===== src/rtl/harm_mixer_pkg.sv =====
package harm_mixer_pkg;
  localparam int HARM_N = 3;

  typedef struct packed {
    logic capture;
    logic mult;
    logic sum;
  } mixStrobe_t;
endpackage


===== src/rtl/harm_mixer_ctrl.sv =====
module harm_mixer_ctrl
  import harm_mixer_pkg::*;
(
  input  logic       clk,
  input  logic       rst,
  input  logic       enN,
  input  logic       inValid,
  output mixStrobe_t strobe,
  output logic       outValid
);
  logic [2:0] stageVld;
  logic accept;

  assign accept = inValid & ~enN;

  always_ff @(posedge clk) begin
    if (rst) stageVld <= '0;
    else     stageVld <= {stageVld[1:0], accept};
  end

  assign strobe.capture = accept;
  assign strobe.mult    = stageVld[0];
  assign strobe.sum     = stageVld[1];
  assign outValid       = stageVld[2];
endmodule


===== src/rtl/harm_mixer_dp.sv =====
module harm_mixer_dp
  import harm_mixer_pkg::*;
#(
  parameter int SAMPLE_W = 8,
  parameter int PROP_W   = 7,
  parameter int MAX_PCT  = 50,
  parameter int DIVISOR  = 100
)(
  input  logic                           clk,
  input  logic                           rst,
  input  mixStrobe_t                     strobe,
  input  logic signed [SAMPLE_W-1:0]     fundIn,
  input  logic [HARM_N*SAMPLE_W-1:0]     harmBus,
  input  logic [HARM_N*PROP_W-1:0]       propBus,
  output logic signed [SAMPLE_W+1:0]     outSum
);
  localparam int OUT_W  = SAMPLE_W + 2;
  localparam int PROD_W = SAMPLE_W + PROP_W + 1;
  localparam logic signed [PROD_W-1:0] DIV_S = PROD_W'(DIVISOR);
  localparam logic [PROP_W-1:0] MAX_P = PROP_W'(MAX_PCT);

  logic signed [SAMPLE_W-1:0] fundQ1, fundQ2;
  logic signed [PROD_W-1:0]   quot [HARM_N];
  logic signed [OUT_W-1:0]    sumNext;

  always_ff @(posedge clk) begin
    if (rst) begin
      fundQ1 <= '0;
      fundQ2 <= '0;
    end else begin
      if (strobe.capture) fundQ1 <= fundIn;
      if (strobe.mult)    fundQ2 <= fundQ1;
    end
  end

  for (genvar i = 0; i < HARM_N; i++) begin : g_harm
    logic signed [SAMPLE_W-1:0] harmQ;
    logic [PROP_W-1:0]          propQ;
    logic signed [PROD_W-1:0]   prodQ;
    logic [PROP_W-1:0]          propRaw;

    assign propRaw = propBus[i*PROP_W +: PROP_W];

    always_ff @(posedge clk) begin
      if (rst) begin
        harmQ <= '0;
        propQ <= '0;
        prodQ <= '0;
      end else begin
        if (strobe.capture) begin
          harmQ <= $signed(harmBus[i*SAMPLE_W +: SAMPLE_W]);
          propQ <= (propRaw > MAX_P) ? MAX_P : propRaw;
        end
        if (strobe.mult)
          prodQ <= PROD_W'(harmQ) * $signed({{(PROD_W-PROP_W){1'b0}}, propQ});
      end
    end

    assign quot[i] = prodQ / DIV_S;
  end

  always_comb begin
    sumNext = OUT_W'(fundQ2);
    for (int i = 0; i < HARM_N; i++)
      sumNext = sumNext + $signed(quot[i][OUT_W-1:0]);
  end

  always_ff @(posedge clk) begin
    if (rst)             outSum <= '0;
    else if (strobe.sum) outSum <= sumNext;
  end
endmodule


===== src/rtl/harm_mixer.sv =====
module harm_mixer
  import harm_mixer_pkg::*;
#(
  parameter int SAMPLE_W = 8,
  parameter int PROP_W   = 7,
  parameter int MAX_PCT  = 50,
  parameter int DIVISOR  = 100
)(
  input  logic                       clk,
  input  logic                       rst,
  input  logic                       enN,
  input  logic                       inValid,
  input  logic signed [SAMPLE_W-1:0] fundIn,
  input  logic signed [SAMPLE_W-1:0] harm3In,
  input  logic signed [SAMPLE_W-1:0] harm5In,
  input  logic signed [SAMPLE_W-1:0] harm7In,
  input  logic [PROP_W-1:0]          prop3,
  input  logic [PROP_W-1:0]          prop5,
  input  logic [PROP_W-1:0]          prop7,
  output logic                       outValid,
  output logic signed [SAMPLE_W+1:0] outSum
);
  mixStrobe_t strobe;

  harm_mixer_ctrl u_ctrl (
    .clk      (clk),
    .rst      (rst),
    .enN      (enN),
    .inValid  (inValid),
    .strobe   (strobe),
    .outValid (outValid)
  );

  harm_mixer_dp #(
    .SAMPLE_W (SAMPLE_W),
    .PROP_W   (PROP_W),
    .MAX_PCT  (MAX_PCT),
    .DIVISOR  (DIVISOR)
  ) u_dp (
    .clk     (clk),
    .rst     (rst),
    .strobe  (strobe),
    .fundIn  (fundIn),
    .harmBus ({harm7In, harm5In, harm3In}),
    .propBus ({prop7, prop5, prop3}),
    .outSum  (outSum)
  );
endmodule


===== config.mk =====
export PLATFORM = sky130hd
export DESIGN_NAME = harm_mixer
export DESIGN_NICKNAME = d
export VERILOG_FILES = /design/src/rtl/harm_mixer_pkg.sv /design/src/rtl/harm_mixer_ctrl.sv /design/src/rtl/harm_mixer_dp.sv /design/src/rtl/harm_mixer.sv
export SDC_FILE = /design/constraint.sdc
export NUM_CORES = 1
export LEC_CHECK = 0
export ABC_AREA = 1
export BUFFER_PORTS_ARGS = -buffer_cell sky130_fd_sc_hd__buf_2
export CORE_MARGIN = 2
export CORE_UTILIZATION = 54
export DETAILED_ROUTE_END_ITERATION = 10
export PLACE_DENSITY = 0.71
export SETUP_SLACK_MARGIN = 0.15
export SYNTH_ARGS = -nofsm -noshare
export SYNTH_HDL_FRONTEND = slang
export SYNTH_HIERARCHICAL = 1
export SYNTH_SLANG_ARGS = --single-unit

===== constraint.sdc =====
create_clock -name clk -period 25.6 [get_ports clk]
set_input_delay 1.28 -clock clk [delete_from_list [all_inputs] [get_ports clk]]
set_output_delay 1.28 -clock clk [all_outputs]
set_load 0.005 [all_outputs]

Yosys cells after proc, flatten, opt, wreduce, memory -nomap -nowiden:

Cells that the tools add are included.

* register bits after elaboration: 122
* bits of input ports: 57
* output and inout port bits: 11
* logic and storage cells: 30

* add/subtract/negate cells: 3
* multipliers: 3
* div/mod/pow operators: 3
* magnitude comparators: 3
* mux-type cells: 3
* bitwise operators: 2

Operators with widths (count)
* 16-bit by 8-bit divider with 16-bit output (second input constant): 3
* 8-bit by 8-bit multiplier with 16-bit output: 3
* 7-bit by 6-bit > comparator with 1-bit output (second input constant): 3
* 7-bit 2-to-1 mux: 3
* 10-bit adder: 2
* 8-bit by 10-bit adder with 10-bit output: 1
* 1-bit bitwise AND: 1
* 1-bit NOT: 1

Longest topological paths before layout:

Gate-level depths: netlist of run 1.

* word-level depth: 4
* depth in mapped cells: 80
* gate-level depth less buffers: 80

Cells and area by module:

Netlist of run 1, hierarchy kept.

Modules (own cells, without submodules)
* harm_mixer_dp: times used 1, cells an instance 2704, area an instance 17793.3 um2, sequential area each 2382.3 um2
* harm_mixer_ctrl: times used 1, cells an instance 12, area an instance 102.6 um2, sequential area each 60.1 um2

Least setup slack after synthesis of run 1:

OpenSTA, ideal clock, no wires.

* path type: register to register
* start point: reg u_dp.g_harm[2].prodQ[0]
* end point: reg u_dp.outSum[9]
* setup time: 0.117 ns
* arrival time: 8.043 ns
* required time: 25.483 ns
* slack: 17.440 ns
* cell stages (with the launch flop): 73
* buffers on the path: 0
* period minus slack after synthesis: 8.160 ns
* cell sequence: dfxtp_1 inv_1 ha_1 nand2_1 nor2_2 nand2_1 nand2_1 nand2_1 nand2_2 inv_2 nand3_2 nand2_2 nand2_4 nand2_2 nand4_2 nand2_2 nand2_2 nand2_1 [... 37 more ...] fa_1 inv_1 ha_1 a21oi_1 nand2_1 a21oi_1 o21bai_1 nand2_1 nand2_1 a21oi_1 xnor2_1 xor2_1 xor2_1 inv_1 nand3_1 a21oi_2 nor2_1 nor2_1

* longest elaborated chain between the ends: 2

Ends and longest elaborated chain
* start, declared: line harm_mixer_dp.sv:39 `logic signed [PROD_W-1:0] prodQ;`
* start signal, assigned: line harm_mixer_dp.sv:55 `prodQ <= PROD_W'(harmQ) * $signed({{(PROD_W-PROP_W){1'b0}}, propQ});`
* 16-bit by 8-bit divider with 16-bit output: line harm_mixer_dp.sv:59 `assign quot[i] = prodQ / DIV_S;`
* 10-bit adder: line harm_mixer_dp.sv:65 `sumNext = sumNext + $signed(quot[i][OUT_W-1:0]);`
* end signal, assigned: line harm_mixer_dp.sv:70 `else if (strobe.sum) outSum <= sumNext;`
* end, declared: line harm_mixer_dp.sv:15 `output logic signed [SAMPLE_W+1:0] outSum`

No other way between the ends.
A chain may end at the register's enable or synchronous reset.

Worst setup path in the final report of run 1:

* start point: reg u_dp.g_harm[2].prodQ[15]
* end point: reg u_dp.outSum[9]

The elaborated chain is that of the path after synthesis.

==> flow_metrics.tcl, run 1 <==
set metrics [dict create \
    drt_iter0_markers 847 \
    grt_remaining_overflow 0 \
    yosysSeqAreaShare_pct 13.65 \
    clock_latency_ns 0.43 \
    die_h_um 186.0 \
    ant_nets 0 \
    synthArstFlopShare_pct 0 \
    grt_first_pass_wirelength_um 69550 \
    drt-total-wl_um 40020 \
    cpMostUsedCell "nand2_2" \
    yosys_warnings 6 \
    worstSetupPathType "reg2reg" \
    final_common_cell "inv_1" \
    leakagePower_uw 0.01122 \
    place_ws_ns 16.07 \
    grt_pass1_vias 15341 \
    final_cell_mix "inv_1 (612), nand2_1 (544), nor2_1 (243)" \
    drive_gt1_share_pct 10.95 \
    synthFlopType "dfxtp_1" \
    startpoint_type "register" \
    setup_ws_ns 16.07 \
    skew_ns 0.01172 \
    dp_hpwl_um 32500 \
    diodes 0 \
    maxSlewViolCount 0 \
    dieArea_um2 34610 \
    crit_path_max_incr_delay_ns 0.84 \
    antenna_found_initial 0 \
    hold_buffers 0 \
    drc 0 \
    sw_frac_of_total_pct 56.25 \
    cp.arrival_ns 9.90 \
    p_comb_share_pct 78.1 \
    nNetsFinal 3045 \
    cts.repair.resized 0 \
    finalSetupTns_ns 0 \
    ys_ff_latch 122 \
    netlist_area_um2 17900 \
    slew_headroom_pct 39.98 \
    path_clk_slew_ns 0.07 \
    powerDensity_nw_per_um2 110.8 \
    rsz0062_at_grt "no" \
    ir_drop_mv 0.2057 \
    multi_input_area_um2 12690 \
    syn_nets 3043 \
    period_share_pct 37.24 \
    root_buffer "clkbuf_16" \
    n_fill_cell 3122 \
    status "complete, no violations" \
    p_int_uw 924.3 \
    p_seq_share_pct 10.3 \
    grt_max_degree 95 \
    cap_viol_max_count 0 \
    seqCellArea_um2 2442 \
    endpoint_kind "register" \
    first_pass_iters 5 \
    synthCells 2716 \
    worst_pin_slew_ns 0.9003 \
    synth-edff-count 0 \
    clk_path_buf_depth 2 \
    via_count 15930 \
    critPathRequiredTime_ns 25.97 \
    track_usage_pct 24.36 \
    syn_area_per_cell_um2 6.589 \
    synth.distinct_cells 49 \
    io_buffers 67 \
    p_clk_share_pct 11.6 \
    wl_per_cell_um 12.61 \
    fmax_ghz 0.1049 \
    crit_family "simple AND/OR/NAND/NOR gates" \
    critPathBufInv 7 \
    critical_path.max_fanout 27 \
    fin_crit_ns 9.532 \
    die_w_um 186.0 \
    start_util_pct 54.86 \
    vias_per_cell 5.020 \
    cts.sinks 122 \
    post-cts-setup-buffers 0 \
    crit_slowest_cell "dfxtp_1" \
    synthToLayoutAreaGrowth_pct 6.551 \
    num_io_pins 68 \
    setup_viol 0 \
    power_switching_uw 1188 \
    hold_class "reg2reg" \
    tritoncts "built" \
    core_area_um2 32620 \
    htree_num_levels 4 \
    hold_viol_final 0 \
    cts_inserted_buffers 17 \
    rows 66 \
    gp_congestion 0.8863 \
]
## cell families (layout without fill, tap and decap cells)
logic type	after synthesis	in the layout	synth area share [%]
AND/OR/NAND/NOR	1161	1161	30.23
buffers and inverters	730	745	15.44
AO/OA/AOI/OAI	322	322	9.725
adder cells (fa/ha/maj)	270	270	25.42
flip-flops	122	122	13.65
XOR/XNOR	111	111	5.537
## final cells by class
cell class                      instances  area share (%)
Timing Repair Buffer                   74           2.034
Multi-Input combinational cell       1864           66.55
Clock inverter                         13          0.7480
Sequential cell                       122           12.81
Inverter                              639           12.58
Clock buffer                           19           2.375
Tap cell                              442           2.900
## synth_stat cells (12+ instances only)
cell | instances | share of area [%]
inv_2 | 25 | 0.52
fa_1 | 156 | 17
dfxtp_1 | 122 | 14
o21ai_0 | 167 | 4.7
nand2_1 | 544 | 11
inv_1 | 613 | 13
xnor2_1 | 32 | 1.6
nand3_1 | 147 | 4.1
o31ai_1 | 12 | 0.50
nand2_2 | 81 | 2.8
nor3_1 | 12 | 0.34
xor2_1 | 78 | 3.8
nand2_4 | 21 | 1.3
nand3_2 | 15 | 0.84
nor2_2 | 20 | 0.70
clkbuf_1 | 73 | 1.5
nor2_1 | 243 | 5.1
a21oi_1 | 99 | 2.8
nand4_1 | 39 | 1.4
o21ai_1 | 12 | 0.34
ha_1 | 114 | 8.0
## power groups by stage
stage / logic, uW / registers (uW) / clock network (uW)
2_1_floorplan: 1250 / 210 / 0
3_3_place_gp: 1600 / 222 / 0
3_5_place_dp: 1630 / 222 / 0
4_1_cts: 1640 / 218 / 250
5_1_grt: 1880 / 220 / 257
6_report: 1650 / 218 / 245
## registers in the layout (all words and copies together), names as in the netlist
register	cells
u_dp/fundQ1	8
u_ctrl/stageVld	3
u_dp/g_harm.propQ	21
u_dp/g_harm.prodQ	48
u_dp/g_harm.harmQ	24
u_dp/fundQ2	8
u_dp/outSum	10
## path summary, 6_finish.rpt
| kind | startpoint | end | slack, ns | cells past startpoint |
|---|---|---|---|---|
| max | u_dp/g_harm[2].prodQ[15]$_SDFFE_PP0P_ | u_dp/outSum[9]$_SDFFE_PP0P_ | 16.07 | 64 |
| min | u_dp/fundQ1[3]$_SDFFE_PP0P_ | u_dp/fundQ2[3]$_SDFFE_PP0P_ | 0.48 | 2 |
| min reg2reg | u_dp/fundQ1[3]$_SDFFE_PP0P_ | u_dp/fundQ2[3]$_SDFFE_PP0P_ | 0.48 | 2 |
| max reg2reg | u_dp/g_harm[2].prodQ[15]$_SDFFE_PP0P_ | u_dp/outSum[9]$_SDFFE_PP0P_ | 16.07 | 64 |
## worst register-to-register path: cells and delay by family (launching register included)
| family | cells | cell delay, ns |
|---|---|---|
| xor+xnor | 4 | 0.76 |
| flops | 1 | 0.84 |
| buf+inv | 7 | 0.65 |
| simple gates | 44 | 4.88 |
| fa+ha+maj | 4 | 1.54 |
| compound gates | 5 | 0.78 |
## layer usage
| metal | vias up | routed length [um] | global-route usage [%] |
|---|---|---|---|
| met5 | - | 0 | 0 |
| met1 | 7282 | 19280 | 33.42 |
| met2 | 312 | 18320 | 40.49 |
| met3 | 52 | 1525 | 2.739 |
| li1 | 8284 | - | - |
| met4 | 0 | 891 | 7.087 |
## per-stage QoR
stage / hold slack [ns] / instances / total power [uW] / cell area [um^2] / utilization (%)
3_3_place_gp: 0.4679 / 3141 / 1822 / 18470 / 56.63
5_1_grt: 0.5207 / 3173 / 2358 / 19070 / 58.46
2_1_floorplan: 0.4018 / 2716 / 1462 / 17900 / -
4_1_cts: 0.4835 / 3173 / 2111 / 19070 / 58.46
6_report: 0.4780 / 3173 / 2113 / 19070 / 58.46
3_5_place_dp: 0.4749 / 3141 / 1849 / 18470 / 56.63
Power figures use the tool's default switching activity.
==> inputs of run 2 (changes only) <==
Settings changed: PLACE_DENSITY 0.71 to 0.74.
Clock period 25.6 ns to 8.3 ns, I/O delays scaled along.
==> run 2 against run 1 <==
The flow now finishes with violations (setup timing); combinational power rose to 5.6 times the previous value; clock-buffer cell count fell by 2; register-to-register slack got worse by 17 ns; routed wire length rose by 15%; first-iteration DRC count rose by 58%; die area did not move; non-clock buffer count rose by 196; sequential cell count did not move; worst hold slack got worse by 0.28 ns; fmax rose by 6.4%; highest routed layer unchanged; via count rose by 10%.
==> flow_metrics.tcl, run 2 (same netlist as run 1, synthesis figures left out) <==
set metrics [dict create \
    grt_pass1_vias 17094 \
    setup_viol 4 \
    cts.sinks 122 \
    final_cell_mix "inv_1 (585), nand2_1 (474), nor2_1 (214)" \
    reg.largest.list "u_dp/g_harm.prodQ (48), u_dp/g_harm.harmQ (24), u_dp/g_harm.propQ (21)" \
    path_clk_slew_ns 0.07 \
    maxSlewViolCount 0 \
    vias_per_cell 5.198 \
    status "finished with violations" \
    gp_congestion 0.9067 \
    crit_family "simple AND/OR/NAND/NOR gates" \
    die_w_um 186.0 \
    cts_inserted_buffers 17 \
    cpMostUsedCell "nand2_4" \
    via_count 17518 \
    start_util_pct 54.86 \
    root_buffer "clkbuf_16" \
    io_buffers 67 \
    drive_gt1_share_pct 23.77 \
    first_pass_iters 6 \
    hold_viol_final 0 \
    htree_num_levels 4 \
    diodes 0 \
    crit_path_max_incr_delay_ns 0.49 \
    final_common_cell "inv_1" \
    nNetsFinal 3242 \
    slew_headroom_pct 38.75 \
    ir_drop_mv 1.002 \
    drt-total-wl_um 45990 \
    critPathRequiredTime_ns 8.62 \
    synthToLayoutAreaGrowth_pct 21.97 \
    wl_per_cell_um 13.65 \
    track_usage_pct 26.31 \
    setup_ws_ns -0.6548 \
    regMostFlops "u_dp/g_harm.prodQ" \
    dp_cells 3263 \
    fin_cells 3370 \
    min-delay-start "harm3In[5]" \
    hold_class "in2reg" \
    r2r_cells 65 \
    antenna_found_initial 0 \
    whs_path_depth 3 \
    clock_latency_ns 0.44 \
    clk_path_buf_depth 2 \
    violations "setup timing" \
    endpoint_kind "register" \
    powerDensity_nw_per_um2 493.8 \
    drt_iter0_markers 1342 \
    worstSetupPathType "reg2reg" \
    rows 66 \
    tritoncts "built" \
    die_h_um 186.0 \
    critPathBufInv 6 \
    fmax_ghz 0.1117 \
    period_share_pct 107.9 \
    drc 0 \
    holdWs_ns 0.2005 \
    fin_crit_ns 8.955 \
    leakagePower_uw 0.01251 \
    r2r_start "u_dp/g_harm[2].prodQ[4]$_SDFFE_PP0P_" \
    grt_max_degree 83 \
    r2r_slack_ns -0.65 \
    cp.arrival_ns 9.28 \
    dp_hpwl_um 33230 \
    largest_reg_flops 48 \
    r2r_end "u_dp/outSum[9]$_SDFFE_PP0P_" \
    cap_viol_max_count 0 \
    n_fill_cell 2612 \
    critical_path.max_fanout 7 \
    startpoint_type "register" \
    crit_slowest_cell "fa_1" \
    num_io_pins 68 \
    ant_nets 0 \
    dieArea_um2 34610 \
    hold_end "u_dp/g_harm[0].harmQ[5]$_SDFFE_PP0P_" \
    rsz0062_at_grt "yes" \
    grt_remaining_overflow 0 \
    skew_ns 0.01385 \
    core_area_um2 32620 \
    grt_first_pass_wirelength_um 75420 \
    worst_pin_slew_ns 0.9174 \
]
run 2: cell count changes in the layout (fill, tap and decap cells not counted), sizes merged:
cell      delta
clkinvlp     -1
bufinv       +2
inv          +4
nand2        +1
clkinv       -3
clkbuf       -2
buf        +196
run 2: where the power goes:
part / total, uW / internal, uW / switching (uW)
Clock: 819 / 508 / 310
Combinational: 9290 / 4490 / 4800
Sequential: 674 / 621 / 52.7
Total: 10800 / 5620 / 5160
run 2: layout make-up:
cell class              instances  area, um^2  area share [%]
well taps                     442       553.0           2.534
flip-flops and latches        122        2455           11.25
multi-input cells            1865       13830           63.35
clock inverters                15       211.5          0.9688
clock buffers                  17       425.4           1.949
repair buffers                270        1951           8.937
inverters                     639        2404           11.01
run 2: worst min-delay path, delay by kind of cell:
family / cells / cell delay (ns)
and+or+nand+nor: 2 / 0.11
buffers and inverters: 1 / 0.07
run 2: worst max-delay path by stage:
stage	start	endpoint	slack, ns	depth (start not counted)
finish	u_dp/g_harm[2].prodQ[4]$_SDFFE_PP0P_	u_dp/outSum[9]$_SDFFE_PP0P_	-0.65	65
floorplan	u_dp/g_harm[2].prodQ[0]$_SDFFE_PP0P_	u_dp/outSum[9]$_SDFFE_PP0P_	0.18	76
global route	u_dp/g_harm[2].prodQ[10]$_SDFFE_PP0P_	u_dp/outSum[9]$_SDFFE_PP0P_	-1.25	68
CTS	u_dp/g_harm[2].prodQ[1]$_SDFFE_PP0P_	u_dp/outSum[9]$_SDFFE_PP0P_	-0.13	72
detailed placement	u_dp/g_harm[2].prodQ[0]$_SDFFE_PP0P_	u_dp/outSum[9]$_SDFFE_PP0P_	-0.68	65
global placement	u_dp/g_harm[2].prodQ[0]$_SDFFE_PP0P_	u_dp/outSum[9]$_SDFFE_PP0P_	-0.40	63
run 2: metal layers:
metal / wire length (um) / vias up / global-route usage [%]
li1: - / 8682 / -
met1: 19810 / 8198 / 32.81
met2: 22720 / 528 / 47.24
met3: 2175 / 110 / 2.641
met4: 1288 / 0 / 9.134
met5: 0 / - / 0
run 2: what timing repair did:
item | in CTS | in global routing
pin swaps | 106 | 120
setup buffers | 51 | 23
gates cloned | 1 | 0
hold buffers | 0 | 0
endpoints found under the setup margin | 3 | 7
endpoints found under the hold margin | 0 | 0
gates resized for setup | 166 | 173
run 2: metrics by stage:
step / instance area [um^2] / utilization [%] / setup TNS, ns / total power [uW] / worst slack [ns]
2_1_floorplan: 17900 / - / 0 / 4511 / 0.1821
3_3_place_gp: 19410 / 59.49 / -0.4021 / 6235 / -0.4021
3_5_place_dp: 19410 / 59.49 / -0.8523 / 6403 / -0.6845
4_1_cts: 21040 / 64.50 / -0.1349 / 8747 / -0.1336
5_1_grt: 21830 / 66.92 / -4.114 / 11490 / -1.254
6_report: 21830 / 66.92 / -1.791 / 10780 / -0.6548
